$ cat config.mk
export PLATFORM = sky130hd
export DESIGN_NAME = sbuf_hw_arb
export DESIGN_NICKNAME = d
export VERILOG_FILES = /design/src/rtl/sbuf_pkg.sv /design/src/rtl/sbuf_ring.sv /design/src/rtl/sbuf_arb.sv /design/src/rtl/sbuf_hw_arb.sv
export SDC_FILE = /design/constraint.sdc
export NUM_CORES = 1
export LEC_CHECK = 0
export BUFFER_PORTS_ARGS = -buffer_cell sky130_fd_sc_hd__buf_4
export CORE_AREA = 8 8 392 279
export CTS_CLUSTER_DIAMETER = 80
export CTS_CLUSTER_SIZE = 24
export DETAILED_ROUTE_END_ITERATION = 10
export DIE_AREA = 0 0 400 287
export SYNTH_ARGS = -nofsm -noshare
export SYNTH_HDL_FRONTEND = slang
export SYNTH_HIERARCHICAL = 1
export SYNTH_SLANG_ARGS = --single-unit
$ cat constraint.sdc
create_clock -name clk -period 4.16 [get_ports clk]
set_input_delay 0 -clock clk [delete_from_list [all_inputs] [get_ports clk]]
set_output_delay 0 -clock clk [all_outputs]
set_load 0.05 [all_outputs]
$ cat src/rtl/sbuf_pkg.sv
package sbuf_pkg;

   typedef enum logic [1:0] {
      SB_STORE  = 2'd0,
      SB_FENCE  = 2'd1,
      SB_ATOMIC = 2'd2,
      SB_FLUSH  = 2'd3
   } sb_kind_e;

   function automatic logic kind_uses_port(input sb_kind_e k);
      return k != SB_FENCE;
   endfunction

endpackage

$ cat src/rtl/sbuf_ring.sv
module sbuf_ring #(
   parameter int DEPTH   = 8,
   parameter int ENTRY_W = 16
) (
   input  logic               clk,
   input  logic               rst_n,
   input  logic               push,
   input  logic               pop,
   input  logic [ENTRY_W-1:0] wr_entry,
   output logic [ENTRY_W-1:0] head_entry,
   output logic [$clog2(DEPTH+1)-1:0] count,
   output logic               full,
   output logic               empty
);
   localparam int PTR_W = (DEPTH > 1) ? $clog2(DEPTH) : 1;
   localparam int CNT_W = $clog2(DEPTH + 1);
   localparam bit POW2  = (DEPTH & (DEPTH - 1)) == 0;

   logic [PTR_W-1:0]   wr_ptr, rd_ptr, wr_ptr_nx, rd_ptr_nx;
   logic [ENTRY_W-1:0] slot_q [DEPTH];

   generate
      if (POW2) begin : g_wrap_pow2
         always_comb begin
            wr_ptr_nx = wr_ptr + PTR_W'(1);
            rd_ptr_nx = rd_ptr + PTR_W'(1);
         end
      end else begin : g_wrap_cmp
         always_comb begin
            wr_ptr_nx = (wr_ptr == PTR_W'(DEPTH - 1)) ? '0 : wr_ptr + PTR_W'(1);
            rd_ptr_nx = (rd_ptr == PTR_W'(DEPTH - 1)) ? '0 : rd_ptr + PTR_W'(1);
         end
      end
   endgenerate

   generate
      for (genvar s = 0; s < DEPTH; s++) begin : g_slot
         always_ff @(posedge clk) begin
            if (push && wr_ptr == PTR_W'(s))
               slot_q[s] <= wr_entry;
         end
      end
   endgenerate

   always_ff @(posedge clk) begin
      if (!rst_n) begin
         wr_ptr <= '0;
         rd_ptr <= '0;
         count  <= '0;
      end else begin
         if (push) wr_ptr <= wr_ptr_nx;
         if (pop)  rd_ptr <= rd_ptr_nx;
         count <= count + CNT_W'(push) - CNT_W'(pop);
      end
   end

   assign head_entry = slot_q[rd_ptr];
   assign full       = (count == CNT_W'(DEPTH));
   assign empty      = (count == '0);

   a_r2_no_push_full: assert property (@(posedge clk) disable iff (!rst_n)
      push |-> !full);
   a_r7_no_pop_empty: assert property (@(posedge clk) disable iff (!rst_n)
      pop |-> !empty);
   a_r11_count_track: assert property (@(posedge clk) disable iff (!rst_n)
      $past(rst_n) |-> count == CNT_W'($past(count) + CNT_W'($past(push)) - CNT_W'($past(pop))));
   a_r2_bound: assert property (@(posedge clk) disable iff (!rst_n)
      count <= CNT_W'(DEPTH));

endmodule

$ cat src/rtl/sbuf_arb.sv
module sbuf_arb
   import sbuf_pkg::*;
#(
   parameter int CNT_W     = 4,
   parameter int HIGH_MARK = 5
) (
   input  logic             clk,
   input  logic             rst_n,
   input  logic [CNT_W-1:0] count,
   input  sb_kind_e         head_kind,
   input  logic             port_ready,
   input  logic             ld_req,
   output logic             st_grant,
   output logic             ld_grant,
   output logic             fence_retire
);
   logic have_head, st_want, urgent;

   always_comb begin
      have_head    = (count != '0);
      urgent       = (count >= CNT_W'(HIGH_MARK));
      st_want      = have_head && kind_uses_port(head_kind);
      fence_retire = have_head && !kind_uses_port(head_kind);
      st_grant     = port_ready && st_want && (urgent || !ld_req);
      ld_grant     = port_ready && ld_req && !st_grant;
   end

   a_r7_one_owner: assert property (@(posedge clk) disable iff (!rst_n)
      $onehot0({st_grant, ld_grant}));
   a_r8_fence_silent: assert property (@(posedge clk) disable iff (!rst_n)
      fence_retire |-> !st_grant);
   a_r10_port_busy: assert property (@(posedge clk) disable iff (!rst_n)
      !port_ready |-> !(st_grant || ld_grant));
   a_r5_load_yields: assert property (@(posedge clk) disable iff (!rst_n)
      (ld_grant && have_head) |-> (!urgent || head_kind == SB_FENCE));

endmodule

$ cat src/rtl/sbuf_hw_arb.sv
module sbuf_hw_arb
   import sbuf_pkg::*;
#(
   parameter int ADDR_W    = 32,
   parameter int DATA_W    = 64,
   parameter int DEPTH     = 8,
   parameter int HIGH_MARK = 5,
   localparam int MASK_W   = DATA_W / 8,
   localparam int CNT_W    = $clog2(DEPTH + 1)
) (
   input  logic              clk,
   input  logic              rst_n,
   input  logic              enq_valid,
   input  logic [1:0]        enq_kind,
   input  logic [ADDR_W-1:0] enq_addr,
   input  logic [DATA_W-1:0] enq_data,
   input  logic [MASK_W-1:0] enq_mask,
   output logic              stall,
   output logic [CNT_W-1:0]  occupancy,
   input  logic              ld_req,
   input  logic [ADDR_W-1:0] ld_addr,
   output logic              ld_grant,
   input  logic              port_ready,
   output logic              port_valid,
   output logic              port_from_store,
   output logic [1:0]        port_kind,
   output logic [ADDR_W-1:0] port_addr,
   output logic [DATA_W-1:0] port_data,
   output logic [MASK_W-1:0] port_mask
);
   generate
      if (DEPTH < 2) begin : g_bad_depth
         $error("sbuf_hw_arb: DEPTH must be at least 2");
      end
      if (HIGH_MARK < 1 || HIGH_MARK > DEPTH) begin : g_bad_mark
         $error("sbuf_hw_arb: HIGH_MARK must lie in 1..DEPTH");
      end
      if (DATA_W % 8 != 0) begin : g_bad_data
         $error("sbuf_hw_arb: DATA_W must be a whole number of bytes");
      end
   endgenerate

   typedef struct packed {
      sb_kind_e          kind;
      logic [ADDR_W-1:0] addr;
      logic [DATA_W-1:0] data;
      logic [MASK_W-1:0] mask;
   } entry_t;

   localparam int ENTRY_W = $bits(entry_t);

   entry_t           wr_ent, head_ent;
   logic             push, pop, full, empty;
   logic             st_grant, fence_retire;
   logic [CNT_W-1:0] count;

   always_comb begin
      wr_ent.kind = sb_kind_e'(enq_kind);
      wr_ent.addr = enq_addr;
      wr_ent.data = enq_data;
      wr_ent.mask = enq_mask;
   end

   assign push = enq_valid && !full;
   assign pop  = st_grant || fence_retire;

   sbuf_ring #(
      .DEPTH   (DEPTH),
      .ENTRY_W (ENTRY_W)
   ) i_ring (
      .clk        (clk),
      .rst_n      (rst_n),
      .push       (push),
      .pop        (pop),
      .wr_entry   (wr_ent),
      .head_entry (head_ent),
      .count      (count),
      .full       (full),
      .empty      (empty)
   );

   sbuf_arb #(
      .CNT_W     (CNT_W),
      .HIGH_MARK (HIGH_MARK)
   ) i_arb (
      .clk          (clk),
      .rst_n        (rst_n),
      .count        (count),
      .head_kind    (head_ent.kind),
      .port_ready   (port_ready),
      .ld_req       (ld_req),
      .st_grant     (st_grant),
      .ld_grant     (ld_grant),
      .fence_retire (fence_retire)
   );

   always_comb begin
      stall           = full;
      occupancy       = count;
      port_valid      = st_grant || ld_grant;
      port_from_store = st_grant;
      port_kind       = st_grant ? head_ent.kind : SB_STORE;
      port_addr       = st_grant ? head_ent.addr : ld_addr;
      port_data       = st_grant ? head_ent.data : '0;
      port_mask       = st_grant ? head_ent.mask : '0;
   end

   a_r2_full_holds: assert property (@(posedge clk) disable iff (!rst_n)
      (stall && !pop) |=> stall);
   a_r1_empty_quiet: assert property (@(posedge clk) disable iff (!rst_n)
      empty |-> !port_from_store);
   a_r9_next_cycle: assert property (@(posedge clk) disable iff (!rst_n)
      (empty && push) |=> !empty);

endmodule

**Yosys cells after proc, flatten, opt, wreduce, memory -nomap -nowiden**

Memories as Yosys holds them, arrays and structs flattened. A register that Yosys moved wholly into a read port is not among the register bits.
Index checks and enable logic that the tools add are counted.
W data, S select, Z words.

- Register bits after elaboration: 10
- Bits in writable memories: 848
- Memories kept: 1

Memory list:

| name | depth | width | read ports | clocked after Yosys merged registers in | write ports | line | RTL |
|---|---|---|---|---|---|---|---|
| i_ring.slot_q | 8 | 106 | 1 | 1 | 1 | sbuf_ring.sv:20 | `logic [ENTRY_W-1:0] slot_q [DEPTH];` |

- Add/subtract/negate cells: 4
- Magnitude comparators: 1
- Equal/unequal tests: 9
- Muxes and demuxes: 43
- Reduce and logical (&&, ||, !) cells: 31

Operators by type and width:

| kind | number |
|---|---|
| $mux W106 | 7 |
| $reduce_or A106 Y1 | 7 |
| $mux W64 | 1 |
| $mux W32 | 1 |
| $mux W3 | 9 |
| $mux W1 | 23 |
| $logic_and A1 B1 Y1 | 15 |
| $eq A3 B3 Y1 const B | 4 |
| $mux W8 | 1 |
| $add A3 B1 Y3 const B | 2 |
| $eq A3 B2 Y1 const B | 2 |
| $add A4 B1 Y4 | 1 |
| $eq A4 B4 Y1 const B | 1 |
| $ge A4 B3 Y1 const B | 1 |
| $logic_not A1 Y1 | 4 |
| $reduce_bool A4 Y1 | 1 |
| $sub A4 B1 Y4 | 1 |
| $eq A3 B1 Y1 const B | 1 |
| $logic_not A3 Y1 | 1 |
| $logic_or A1 B1 Y1 | 3 |
| $mux W2 | 1 |
| $ne A2 B1 Y1 const B | 1 |

**Logic depth before layout (Yosys ltp)**

Gate-level depths: netlist of the first run.

- Depth after elaboration: 14
- Depth in mapped cells: 17
- Depth with buffers taken out: 12

**Cells and area by module**

Netlist of the first run, hierarchy kept.

By module, submodules not included:

| module | times used | cells an instance | area an instance (µm²) | seq. area each (µm²) |
|---|---|---|---|---|
| sbuf_ring | 1 | 1299 | 32656.3 | 25724.7 |
| sbuf_hw_arb | 1 | 121 | 1066.0 | 0.0 |
| sbuf_arb | 1 | 10 | 66.3 | 0.0 |

**Least setup slack after synthesis of the first run**

OpenSTA, ideal clock, no wires.

- Kind: flip-flop to flip-flop
- Start: register i_ring.count[2]
- End: memory i_ring/slot_q[0][0] (netlist bit), enable pin
- Setup time: 0.478 ns
- Arrival time: 4.557 ns
- Required time: 3.682 ns
- Slack: -0.875 ns
- Cell stages (with the launch flop): 8
- Clock period less this slack: 5.035 ns
- Cell sequence: dfxtp_1 -> inv_1 -> ha_1 -> and3_1 -> nor2b_1 -> clkbuf_1 -> nor2b_1 -> and2_1

- Longest elaborated chain between the ends: 14
- Elaborated cells on any way between the ends: 48
- Those cells by class: 1 x eq/ne; 30 x mux; 17 x reduce/logical

RTL lines:

| element | line | RTL |
|---|---|---|
| start: declaration | sbuf_ring.sv:11 | `output logic [$clog2(DEPTH+1)-1:0] count,` |
| start signal: assignment | sbuf_ring.sv:53 | `count <= count + CNT_W'(push) - CNT_W'(pop);` |
| $eq A4 B4 Y1 * | sbuf_ring.sv:58 | `assign full = (count == CNT_W'(DEPTH));` |
| named net stall | sbuf_hw_arb.sv:18 | `output logic stall,` |
| $logic_not A1 Y1 * | sbuf_hw_arb.sv:64 | `assign push = enq_valid && !full;` |
| $logic_and A1 B1 Y1 * | sbuf_hw_arb.sv:64 |  |
| named net push | sbuf_hw_arb.sv:53 | `logic push, pop, full, empty;` |
| $logic_and A1 B1 Y1 | sbuf_ring.sv:39 | `if (push && wr_ptr == PTR_W'(s))` |
| $mux W1 | sbuf_ring.sv:39 |  |
| $mux W1 (not written as such) | sbuf_ring.sv:40 | `slot_q[s] <= wr_entry;` |
| $reduce_or A106 Y1 (no line) | - |  |
| $mux W3 (no line) or $mux W1 (tied branches) (7 in series) | - |  |
| end: declaration | sbuf_ring.sv:20 |  |

The timed path passes the listed nets; every way through them passes the cells marked *.

==> flow_summary.toml, run 1 <==
[floorplan]
io_pins = 257
die_h_um = 287
core_um2 = 103000
rows = 99
start_util_pct = 32.7
die-width_um = 400
die_area_um2 = 115000

[clock_tree]
cts_root_buffer = "clkbuf_16"
cts_tree = "done"
cts_sinks = 861
cts.path.max_buffers = 3
htree_levels = 2
clk_pin_slew_ps = 90
clk_latency_ps = 610
numCtsBuffers = 43

[critical_path]
arrival_ps = 3670
cp_data_required_time_ps = 4160
crit_type = "register to primary output"
crit_family = "buffers and inverters"
start_kind = "register"
crit_path_frequent_cell = "buf_4"
critical_path.endpoint_type = "primary output"
slowest_stage = "buf_4"
max_stage_delay_ps = 630
crit_chain = "buf_4 > buf_6 > mux4_2 > mux2_2 > mux2_4 > buf_4"
cp.buffers_inverters = 3
crit_fanout = 41

[placement]
postPlaceCellArea_um2 = 37500
pre_cts_slack_ps = 763
gp_congestion = 0.713
io_buffers = 256
dp.cells = 3014
place_hpwl_mm = 41.7

[layout]
multi_input_area_um2 = 7510
area_growth_pct = 17.8
utilization_pct = 38.5
final_cells = 3188
final_cell_mix = "848 x edfxtp_1, 276 x buf_4, 212 x mux4_2, 108 x dlygate4sd3_1, 86 x mux2_2"
regArea_um2 = 25700
fin_area_um2 = 39800
nets = 1961
fillers = 9277
drive_gt1_share_pct = 39.1
final_common_cell = "edfxtp_1"

[detailed_routing]
detail_route.wl_per_cell_um = 23.3
drt_first_iter_violations = 934
drt_wl_total_mm = 74.4
final_antenna_net_count = 0
num_vias = 15400
viasPerCell = 4.83
dr.pass1.iters = 5
drc = 0

[timing]
fmax_ghz = 0.272
fin_setup_tns_ps = 0
post-route-worst-setup-slack_ps = 489
setup_violations = 0
period_share_pct = 88.2
worstMarginPinSlew_ps = 943
timing.hold.ws_ps = 97.5
finalHoldViolCount = 0
slew_headroom_pct = 37.2
drv_slew = 0
rsz0062_at_grt = "false"
min_period_ps = 3670
fin_worst_skew_ps = 26.1

[grt]
grt_pass1_vias = 16800
antenna_found_initial = 12
grt.total_usage_pct = 12.7
grt_max_degree = 124
grt_pass1_wl_mm = 110
gr-total-overflow = 0

[power]
powerDensity_nw_per_um2 = 517
peakVddDrop_mv = 0.354
total_power_mw = 20.6
p_leak_nw = 12.7

[logic_synthesis]
yosysWarnings = 6
synth_area_per_cell_um2 = 23.6
netlist_area_um2 = 33800
synth_cells = 1429
synth_fp_nets = 1586

[flow_run]
cap_violations = 0

[run_status]
status = "completed"

[hold_path]
worst_hold_path_type = "input port to register"
==> power breakdown <==
part / switching [mW] / leakage [nW] / internal, mW
sequential: 0.149 / 7.80 / 10.1
clock: 2.58 / 0.596 / 2.00
combinational: 3.22 / 4.27 / 2.52
==> what timing repair did <==
action	in CTS	in global routing
hold buffers	108	0
setup endpoints to repair	0	21
hold endpoints to repair	861	0
buffers inserted	0	0
resized for setup	0	1
==> cell type report <==
type,count,share of cell area (%)
antenna,6,0.0377
clock buffer,55,2.93
clock inverter,5,0.154
inverter,11,0.104
multi-input combinational,483,18.9
sequential,861,64.7
tap,1363,4.29
timing repair buffer,404,8.91
==> flip-flops by register name, summed over array words and instances (netlist names), named ones only <==
name	cells
i_ring/count	4
i_ring/rd_ptr	3
i_ring/slot_q	848
i_ring/wr_ptr	3
==> metal layers <==
layer	wire [um]	track usage, %	vias up
li1	-	-	6666
met1	33900	18.0	8300
met5	54	0	-
met2	35400	20.6	365
met3	4060	2.54	73
met4	954	2.02	8
==> worst paths after layout <==
path                                      start                       endpoint  slack (ps)  cells past startpoint
hold / removal                       port_ready  i_ring/rd_ptr[1]$_SDFFE_PN0P_         100                      5
setup / recovery                       register                   port_addr[2]         490                      6
hold reg to reg   i_ring/rd_ptr[1]$_SDFFE_PN0P_                       register         560                      2
setup reg to reg                       register     i_ring/count[2]$_SDFF_PN0_         760                     12
==> worst min-delay path, cell delays in order <==
cell     delay, ps
buf_4          100
o211a_4        160
or2_2          160
mux2i_1         80
nor2b_1        150
No activity file was read; power rests on OpenSTA's default activity.
==> inputs of run 2 (changes only) <==
--- a/config.mk
+++ b/config.mk
@@ -5,7 +5,7 @@
 export SDC_FILE = /design/constraint.sdc
 export NUM_CORES = 1
 export LEC_CHECK = 0
-export BUFFER_PORTS_ARGS = -buffer_cell sky130_fd_sc_hd__buf_4
+export BUFFER_PORTS_ARGS = -buffer_cell sky130_fd_sc_hd__buf_2
 export CORE_AREA = 8 8 392 279
 export CTS_CLUSTER_DIAMETER = 80
 export CTS_CLUSTER_SIZE = 24
==> run 2 against run 1 <==
Effect of this change: largest cell class unchanged; die area unchanged; setup slack got worse by 240 ps; power fell by 0.46%.
==> flow_summary.toml, run 2 (synthesis gave the netlist of run 1 again) <==
[floorplan]
die-width_um = 400
die_h_um = 287
start_util_pct = 32.7
io_pins = 257
rows = 99
die_area_um2 = 115000
core_um2 = 103000

[clock_tree]
htree_levels = 2
numCtsBuffers = 43
postCtsSetupBuffers = 0
clk_pin_slew_ps = 90
cts_root_buffer = "clkbuf_16"
clk_latency_ps = 600
cts_sinks = 861
cts.path.max_buffers = 3
cts_tree = "done"

[detailed_routing]
viasPerCell = 4.78
final_antenna_net_count = 0
num_vias = 15300
detail_route.wl_per_cell_um = 22.8
drt_first_iter_violations = 1197
drt_wl_total_mm = 73.2
dr.pass1.iters = 8
drc = 0

[placement]
gp_congestion = 0.718
place_hpwl_mm = 42.4
io_buffers = 256
pre_cts_slack_ps = 805

[critical_path]
crit_fanout = 65
start_kind = "register"
reg2regPathDepth = 12
arrival_ps = 3920
crit_type = "register to primary output"
critical_path.endpoint_type = "primary output"
cp_data_required_time_ps = 4160

[flow_run]
cap_violations = 0

[timing]
post-route-worst-setup-slack_ps = 245
fmax_ghz = 0.255
fin_setup_tns_ps = 0
setup_violations = 0
slew_headroom_pct = 29.7
drv_slew = 0
finalHoldViolCount = 0
period_share_pct = 94.1
rsz0062_at_grt = "false"
worstMarginPinSlew_ps = 1060
min_period_ps = 3920
fin_worst_skew_ps = 14.0

[grt]
gr-total-overflow = 0
antenna_found_initial = 10
grt.total_usage_pct = 12.5
grt_pass1_vias = 16800
grt_pass1_wl_mm = 109
grt_max_degree = 109

[layout]
nets = 1977
largest_register_ffs = 848
final_common_cell = "edfxtp_1"
fillers = 9323
reg.largest.list = "i_ring/slot_q x848, i_ring/count x4"
final_cell_mix = "848 x edfxtp_1, 256 x buf_2, 212 x mux4_2, 107 x dlygate4sd3_1, 86 x mux2_2"
area_growth_pct = 16.4
largest_register = "i_ring/slot_q"
drive_gt1_share_pct = 39.7

[power]
p_leak_nw = 12.6
powerDensity_nw_per_um2 = 521
peakVddDrop_mv = 0.381

[run_status]
status = "completed"

[hold_path]
worst_hold_path_type = "input port to register"
whs_path_depth = 5
[run 2: cell type report]
type | instances | area (um2) | area share, %
Sequential cell | 861 | 25700 | 65.5
Multi-Input combinational cell | 483 | 7510 | 19.1
Timing Repair Buffer | 420 | 3030 | 7.71
Tap cell | 1363 | 1710 | 4.34
Clock buffer | 59 | 1180 | 3.00
Clock inverter | 7 | 87.6 | 0.223
Inverter | 11 | 41.3 | 0.105
Antenna cell | 8 | 20.0 | 0.0509
[run 2: routing by layer]
metal	vias to the layer above	GRT usage [%]	wire length, um	part of all wire [%]
met5	-	0	31	0.042
met4	6	2.12	994	1.4
met3	70	2.50	4030	5.5
met2	332	20.0	34400	47
met1	8220	17.8	33800	46
li1	6715	-	-	-
[run 2: worst max-delay path, cell delays in order (launching register included)]
cell and delay, ps:
dfxtp_4 570, buf_4 530, buf_4 840, mux4_2 420, mux2_2 330, mux2_4 270, buf_2 210
[run 2: where the power goes]
part           switching [mW]  internal [mW]  total (mW)
clock network            2.65           2.08        4.72
registers               0.169           10.1        10.3
logic                    3.19           2.31        5.50
[run 2: path summary, 6_finish.rpt]
path	from	endpoint	slack (ps)
setup / recovery	register	port_addr[2]	240
hold / removal	port_ready	i_ring/rd_ptr[1]$_SDFFE_PN0P_	70
setup reg to reg	register	i_ring/count[2]$_SDFF_PN0_	790
hold reg to reg	i_ring/rd_ptr[1]$_SDFFE_PN0P_	register	560
[run 2: timing repair]
item / CTS / global route
gates resized for setup: 0 / 0
hold buffers: 107 / 0
endpoints found under the hold margin: 861 / 0
[run 2: per-stage QoR]
step	util [%]	instances	cell area [um2]	power, mW	hold WS (ps)
final	38.1	3212	39300	20.5	74.1
after CTS	38.0	3204	39300	20.8	29.7
after global routing	38.0	3207	39300	21.3	89.5
after floorplan	-	1429	33800	14.6	98.9
after global placement	35.8	3031	37000	15.9	257
after detailed placement	35.8	3031	37000	16.0	271
==> inputs of run 3 (changes only) <==
==> constraint.sdc (replaced) <==
create_clock -name clk -period 4.16 [get_ports clk]
set_input_delay 0.208 -clock clk [delete_from_list [all_inputs] [get_ports clk]]
set_output_delay 0.208 -clock clk [all_outputs]
set_load 0.05 [all_outputs]
==> run 3 against run 2 <==
Effect of this change: sequential share of layout area shrank 0.10 points; utilization grew 0.058 points; routed wire length shrank 0.26%; setup slack gained 73 ps; final area grew 0.15%; sequential power is essentially flat; combinational power is essentially flat.
==> flow_summary.toml, run 3 (synthesis gave the netlist of run 1 again) <==
[clock_tree]
cts_root_buffer = "clkbuf_16"
cts-resized-gates = 0
clk_pin_slew_ps = 90
numCtsBuffers = 46
clk_latency_ps = 620
htree_levels = 2
cts_sinks = 861
postCtsSetupBuffers = 0
cts_tree = "done"
cts.path.max_buffers = 3

[floorplan]
rows = 99
die_h_um = 287
die-width_um = 400
die_area_um2 = 115000
io_pins = 257
start_util_pct = 32.7
core_um2 = 103000

[critical_path]
reg2regPathDepth = 12
crit_path_end = "port_data[63]"
crit_type = "register to primary output"
cp_data_required_time_ps = 3950
critical_path.endpoint_type = "primary output"
start_kind = "register"
crit_fanout = 108
arrival_ps = 3630
r2r_slack_ps = 650
r2r_end = "i_ring/count[2]$_SDFF_PN0_"

[timing]
slew_headroom_pct = 29.9
fmax_ghz = 0.260
worstMarginPinSlew_ps = 1050
post-route-worst-setup-slack_ps = 318
min_period_ps = 3840
fin_worst_skew_ps = 33.3
rsz0062_at_grt = "false"
fin_setup_tns_ps = 0
drv_slew = 0
finalHoldViolCount = 0
setup_violations = 0
period_share_pct = 92.4

[detailed_routing]
dr.pass1.iters = 4
final_antenna_net_count = 0
drt_wl_total_mm = 73.1
drc = 0
num_vias = 15400
drt_first_iter_violations = 1039
detail_route.wl_per_cell_um = 22.9
viasPerCell = 4.81

[layout]
final_common_cell = "edfxtp_1"
area_growth_pct = 16.5
largest_register = "i_ring/slot_q"
reg.largest.list = "i_ring/slot_q x848, i_ring/count x4"
nets = 1956
fin_area_um2 = 39400
final_cell_mix = "848 x edfxtp_1, 256 x buf_2, 212 x mux4_2, 107 x dlygate4sd3_1, 86 x mux2_2"
final_cells = 3193
largest_register_ffs = 848
drive_gt1_share_pct = 39.1

[placement]
dp.cells = 3008
place_hpwl_mm = 40.9
gp_congestion = 0.691
postPlaceCellArea_um2 = 36800
pre_cts_slack_ps = 631
io_buffers = 256

[hold_path]
worst_hold_path_type = "input port to register"

[power]
swShare_pct = 29.4
powerDensity_nw_per_um2 = 528
seq_power_share_pct = 49.2
comb_power_share_pct = 26.3
switchingPower_mw = 6.11
total_power_mw = 20.8
p_leak_nw = 12.6
peakVddDrop_mv = 0.443
clkPwrFrac_pct = 24.5
internal_power_mw = 14.7

[flow_run]
cap_violations = 0

[grt]
grt.total_usage_pct = 12.4
gr-total-overflow = 0
antenna_found_initial = 11
grt_pass1_vias = 16700
grt_max_degree = 127
grt_pass1_wl_mm = 108

[run_status]
status = "completed"
[run 3: cell types whose count changed in the layout (fill, tap and decap cells not counted), sizes merged]
cell	change
buf	-24
clkbuf	+7
diode	-4
clkinv	+2
clkinvlp	-1
inv	+1
[run 3: worst min path at each step]
stage | end | slack (ps) | depth (start not counted) | start
after floorplan | i_ring/slot_q[0][0]$_DFFE_PP_ | 310 | 0 | enq_mask[0]
after global placement | i_ring/slot_q[1][65]$_DFFE_PP_ | 460 | 1 | enq_data[57]
final | i_ring/wr_ptr[1]$_SDFFE_PN0P_ | 230 | 5 | enq_valid
after CTS | i_ring/wr_ptr[1]$_SDFFE_PN0P_ | 190 | 5 | enq_valid
after global routing | i_ring/wr_ptr[1]$_SDFFE_PN0P_ | 260 | 5 | enq_valid
after detailed placement | i_ring/slot_q[6][67]$_DFFE_PP_ | 480 | 1 | enq_data[59]
[run 3: area by class of cell]
type | instances | area [um2]
antenna | 4 | 10.0
clock buffer | 66 | 1300
multi-input combinational | 483 | 7510
tap | 1363 | 1710
sequential | 861 | 25700
fill | 9279 | 63900
inverter | 11 | 41.3
clock inverter | 9 | 179
timing repair buffer | 396 | 2890
[run 3: power groups by stage]
stage | logic, mW | registers, mW | clock network [mW]
5_1_grt | 5.85 | 10.3 | 5.55
2_1_floorplan | 4.18 | 10.4 | 0
3_3_place_gp | 5.46 | 10.4 | 0
3_5_place_dp | 5.50 | 10.4 | 0
4_1_cts | 5.60 | 10.2 | 5.29
6_report | 5.47 | 10.2 | 5.10
[run 3: what timing repair did]
| action | CTS | global route |
|---|---|---|
| hold buffers | 107 | 0 |
| hold endpoints to repair | 861 | 0 |
| setup endpoints to repair | 0 | 15 |
[run 3: critical path: stages, from the launching register on]
cell      delay, ps
dfxtp_4         530
mux4_2          530
mux2_2          310
nand2b_1        190
o211a_4         220
buf_12          440
and2_1          300
buf_2           290
[run 3: through the flow]
step / hold WS [ps] / utilization (%)
after detailed placement: 480 / 35.6
after global placement: 465 / 35.6
final: 226 / 38.1
after global routing: 256 / 38.1
after CTS: 191 / 38.1
after floorplan: 307 / -
[run 3: metal layers]
metal	track usage, %	vias up	wire length [um]
met3	2.34	81	3680
met4	2.16	10	1070
met5	0	-	68
met2	20.0	328	34400
li1	-	6667	-
met1	17.8	8285	33900
